## config.mk

```make
export PLATFORM = sky130hd
export DESIGN_NAME = rail_seq_supervisor
export DESIGN_NICKNAME = d
export VERILOG_FILES = /design/src/rtl/rail_seq_supervisor.sv
export SDC_FILE = /design/constraint.sdc
export NUM_CORES = 1
export LEC_CHECK = 0
export ABC_AREA = 0
export BUFFER_PORTS_ARGS = -buffer_cell sky130_fd_sc_hd__buf_4
export CORE_UTILIZATION = 40
export CTS_CLUSTER_SIZE = 24
export DETAILED_ROUTE_END_ITERATION = 6
export SYNTH_ARGS = -nofsm -noshare
export SYNTH_HDL_FRONTEND = slang
export SYNTH_SLANG_ARGS = --single-unit
```

## constraint.sdc

```tcl
create_clock -name clk -period 3.6 [get_ports clk]
set_input_delay 0.36 -clock clk [delete_from_list [all_inputs] [get_ports clk]]
set_output_delay 0.36 -clock clk [all_outputs]
set_load 0.03 [all_outputs]
```

## src/rtl/rail_seq_supervisor.sv

```systemverilog
module rail_seq_supervisor #(
  parameter int CLK_KHZ  = 200000,
  parameter int HOLD_MS  = 60,
  parameter int DISCH_MS = 5,
  parameter int TMO_MS   = 20
) (
  input  logic clk,
  input  logic rst_n,
  input  logic in5_ok,
  input  logic in3_ok,
  input  logic core18_ok,
  input  logic core15_ok,
  input  logic cpuio33_ok,
  input  logic sharedio33_ok,
  input  logic asic25_ok,
  output logic en_ldo18,
  output logic en_sw15,
  output logic en_sw33,
  output logic en_conv25,
  output logic en_short,
  output logic cpu_rst_n,
  output logic card_ok,
  output logic fault_flag
);
  localparam int HOLD_CYC  = CLK_KHZ * HOLD_MS;
  localparam int DISCH_CYC = CLK_KHZ * DISCH_MS;
  localparam int TMO_CYC   = CLK_KHZ * TMO_MS;
  localparam int MAX_A     = HOLD_CYC > DISCH_CYC ? HOLD_CYC : DISCH_CYC;
  localparam int MAX_C     = MAX_A > TMO_CYC ? MAX_A : TMO_CYC;
  localparam int CW        = $clog2(MAX_C + 1);

  typedef enum logic [2:0] {
    S_WAIT, S_CORE, S_IO, S_ASIC, S_HOLD, S_RUN, S_DISCH, S_DROP
  } st_t;

  st_t st, st_nx;
  logic [CW-1:0] cnt;

  wire inputs_ok = in5_ok & in3_ok;
  wire all_ok    = inputs_ok & core18_ok & core15_ok & cpuio33_ok & sharedio33_ok & asic25_ok;
  wire tmo_hit   = cnt == CW'(TMO_CYC - 1);
  wire hold_hit  = cnt == CW'(HOLD_CYC - 1);
  wire disch_hit = cnt == CW'(DISCH_CYC - 1);
  wire timed     = st inside {S_CORE, S_IO, S_ASIC, S_HOLD, S_DISCH};

  always_comb begin
    st_nx = st;
    case (st)
      S_WAIT:  if (inputs_ok) st_nx = S_CORE;
      S_CORE:  if (core18_ok && core15_ok) st_nx = S_IO;
               else if (tmo_hit) st_nx = S_DISCH;
      S_IO:    if (sharedio33_ok) st_nx = S_ASIC;
               else if (tmo_hit) st_nx = S_DISCH;
      S_ASIC:  if (all_ok) st_nx = S_HOLD;
               else if (tmo_hit) st_nx = S_DISCH;
      S_HOLD:  if (!all_ok) st_nx = S_DISCH;
               else if (hold_hit) st_nx = S_RUN;
      S_RUN:   if (!all_ok) st_nx = S_DISCH;
      S_DISCH: if (disch_hit) st_nx = S_DROP;
      S_DROP:  st_nx = S_WAIT;
      default: st_nx = S_WAIT;
    endcase
  end

  always_ff @(posedge clk or negedge rst_n) begin
    if (!rst_n) begin
      st         <= S_WAIT;
      cnt        <= '0;
      fault_flag <= 1'b0;
    end else begin
      st <= st_nx;
      if (st_nx != st || !timed) cnt <= '0;
      else                       cnt <= cnt + 1'b1;
      if (st_nx == S_DISCH && st != S_DISCH) fault_flag <= 1'b1;
      else if (st_nx == S_WAIT && st != S_WAIT) fault_flag <= 1'b0;
    end
  end

  assign en_ldo18  = st inside {S_CORE, S_IO, S_ASIC, S_HOLD, S_RUN, S_DISCH};
  assign en_sw15   = st inside {S_CORE, S_IO, S_ASIC, S_HOLD, S_RUN};
  assign en_sw33   = st inside {S_IO, S_ASIC, S_HOLD, S_RUN};
  assign en_conv25 = st inside {S_ASIC, S_HOLD, S_RUN};
  assign en_short  = st inside {S_DISCH, S_DROP};
  assign cpu_rst_n = st == S_RUN;
  assign card_ok   = st == S_RUN;
endmodule

```

==> impl_results.md <==
* Failing checks: negative hold slack
* Arr. time, crit path at 3.26 ns
* Port bufs at 16
* Syn-to-layout area delta at 11.6%
* Worst min path class: in2async
* Root Driver: clkbuf_8
* GPL Wtd Cong at 0.791
* Worst Setup SP: st[2]$_DFF_PN0_
* Netlist cell types at 53
* Worst path buffer plus inverter count at 1
* Pwr Density at 718 nW/µm²
* Post-synthesis sequential area ratio at 0.357
* Total number of vias at 1683
* Initial antenna violation count at 0
* Diodes inserted at 0
* Post-synth EDFFs at 0
* Fraction of layout cells with a size suffix above 1 at 0.175
* Largest net degree at the start of global routing at 29
* CTS tree: yes
* Fin. max-slew vios at 0
* Period utilization at 0.876
* Family with the most delay on the worst path: compound AO/OA/AOI/OAI gates
* DRT Wirelength at 4380 µm
* Mapped Nets at 229
* Final setup vio count at 0
* Rel. slew slack at 0.240
* Max FO, Critical Path at 24
* Synthesized instance count at 216
* Starting Density at 0.415
* Nets at 244
* Critical path cell sequence: inv_1 > ha_1 > nor2_1 > a21o_1 > a211oi_1 > o32ai_1 > o211ai_2 > nor3_1
* Die ar. at 5190 µm²
* Fin Hold WS at -0.00339 ns
* Setup bufs post-CTS at 0
* Boundary Pins at 17
* Total Routing Usage GR at 0.180
* Post-route ant nets at 0
* Die Y at 72.0 µm
* Clk_lat worst skew at 0.27 ns
* Yosys warnings at 0
* Core area at 4720 µm²
* Commonest register cell after synthesis: dfrtp_1
* Max-cap violations at 0
* Resized cells post-CTS at 0
* DRT iter0 DRCs at 66
* Ys async rst share at 1.00
* Via density at 5.69
* Max clock buf depth at 2
* Gr ovfl total at 0
* # rows at 25
* Setup TNS at 0 ns
* RSZ-0062 raised after global routing: false
* First-pass GRT wire length at 7330 µm
* CP Capture Type: register
* Clk_skew at 0.00529 ns
* H-tree levels at 1
* CP peak stage delay at 0.91 ns
* Maximum clock rate at 317 MHz
* Vias in the first global route at 1522
* CTS clk-pin slew, worst paths at 0.09 ns
* Slowest-stage cell, CP: o211ai_2
* Reg-to-reg startpoint: st[2]$_DFF_PN0_
* Syn Area/Cell at 9.08 µm²
* Die width at 72.0 µm
* CTS sink count at 28
* LEAKAGE at 0.874 nW
* DR pass1 iterations at 4
* Crit path kind: reg2reg
* Residual DRC at 0
* Critical path required time at 3.71 ns
* Tightest Pin Transition at 1.14 ns
* Cts hold-fix bufs at 0
* Post-route minimum period at 3.15 ns
* Status: complete, but fails checks
* DR WL/cell at 14.8 µm
* Synth Cell Area at 1960 µm²
* Worst ir drop on vdd at 0.000340 V
* HPWL after DPL at 3150 µm
* Synth Register Bits at 28
* Final Hold Fails at 11
* Crit start category: register
* CTS Buf Count at 3
## cells in the final DEF, fill, tap and decap left out, types with 6 or more instances in the layout
cell type   n
dfrtp_1    28
nor3_1     22
buf_4      21
nor2_1     14
nand3_1    13
xor2_1     12
nand2_1    11
xnor2_1    10
a211oi_1    7
and3_1      7
inv_1       6
nand4_1     6
## through the flow
step | total power, mW | instance area, µm² | std cells | setup WS (ns) | util
2_1_floorplan | 1.18 | 1960 | 216 | 1.08 | -
3_3_place_gp | 1.42 | 2150 | 293 | 0.481 | 0.454
3_5_place_dp | 1.40 | 2150 | 293 | 0.478 | 0.454
4_1_cts | 1.58 | 2190 | 296 | 0.446 | 0.463
5_1_grt | 1.69 | 2190 | 296 | 0.244 | 0.463
6_report | 1.57 | 2190 | 296 | 0.448 | 0.463
## layout make-up
type	count	area [µm²]
clock buffers	3	41.3
well taps	67	83.8
fillers	477	2540
inverters	6	22.5
repair buffers	21	158
multi-input cells	171	1180
flip-flops and latches	28	701
## Yosys cell counts, drive strengths merged, types with 3 or more instances
library cell / number / area [µm²]
or4b: 3 / 30.0
nand4: 7 / 50.1
a21oi: 5 / 25.0
clkbuf: 6 / 22.5
a21o: 3 / 22.5
nor4: 7 / 65.1
buf: 5 / 40.0
nor3: 27 / 160
nor2: 14 / 52.6
and4: 3 / 26.3
nand3: 13 / 65.1
a211oi: 7 / 52.6
inv: 6 / 22.5
ha: 4 / 50.1
dfrtp: 28 / 701
nand2: 11 / 41.3
nand2b: 4 / 25.0
and3: 8 / 51.3
xnor2: 10 / 87.6
xor2: 12 / 105
o21ai: 4 / 20.0
## worst register-to-register path, delay by kind of cell, from the launching register on
| family | cells | cell delay, ns |
|---|---|---|
| adders and majority gates | 1 | 0.25 |
| and+or+nand+nor | 2 | 0.21 |
| AOI/OAI and AO/OA | 4 | 1.71 |
| DFF | 1 | 0.59 |
| buffers and inverters | 1 | 0.23 |
## sequential cells by signal (all words and copies together), names as in the netlist
| signal | cells |
|---|---|
| cnt | 24 |
| fault_flag | 1 |
| st | 3 |
## path summary, 6_finish.rpt
check / endpoint / slack [ns] / cells past startpoint
worst max-delay path: cnt[17]$_DFF_PN0_ / 0.45 / 8
worst min-delay path: cnt[18]$_DFF_PN0_ / -0.003 / 1
worst max register to register: cnt[17]$_DFF_PN0_ / 0.45 / 8
worst min register to register: fault_flag$_DFFE_PN0P_ / 0.55 / 2
max in group asynchronous: cnt[9]$_DFF_PN0_ / 3.33 / 1
min in group clk: st[0]$_DFF_PN0_ / 0.54 / 5
## cell families (layout without fill, tap and decap cells)
group                      after synthesis  in the layout  synth area share
DFF                                     28             28             0.357
AOI/OAI and AO/OA                       36             36             0.135
and+or+nand+nor                        109            109             0.340
xor gates and xnor gates                22             22            0.0983
adders and majority gates                4              4            0.0255
buffers and inverters                   17             30            0.0434
## routing by layer
metal | global-route usage | routed length (µm) | vias up | part of all wire
met3 | 0.0264 | 180 | 8 | 0.041
met5 | 0 | 0 | - | 0
met4 | 0.0588 | 70 | 0 | 0.016
li1 | - | - | 834 | -
met1 | 0.261 | 2190 | 799 | 0.50
met2 | 0.278 | 1940 | 42 | 0.44
## power breakdown
part / switching [mW] / internal, mW
clock: 0.0932 / 0.0751
sequential: 0.0634 / 0.343
combinational: 0.649 / 0.346
Note: power is estimated with default switching activity, not from simulation.
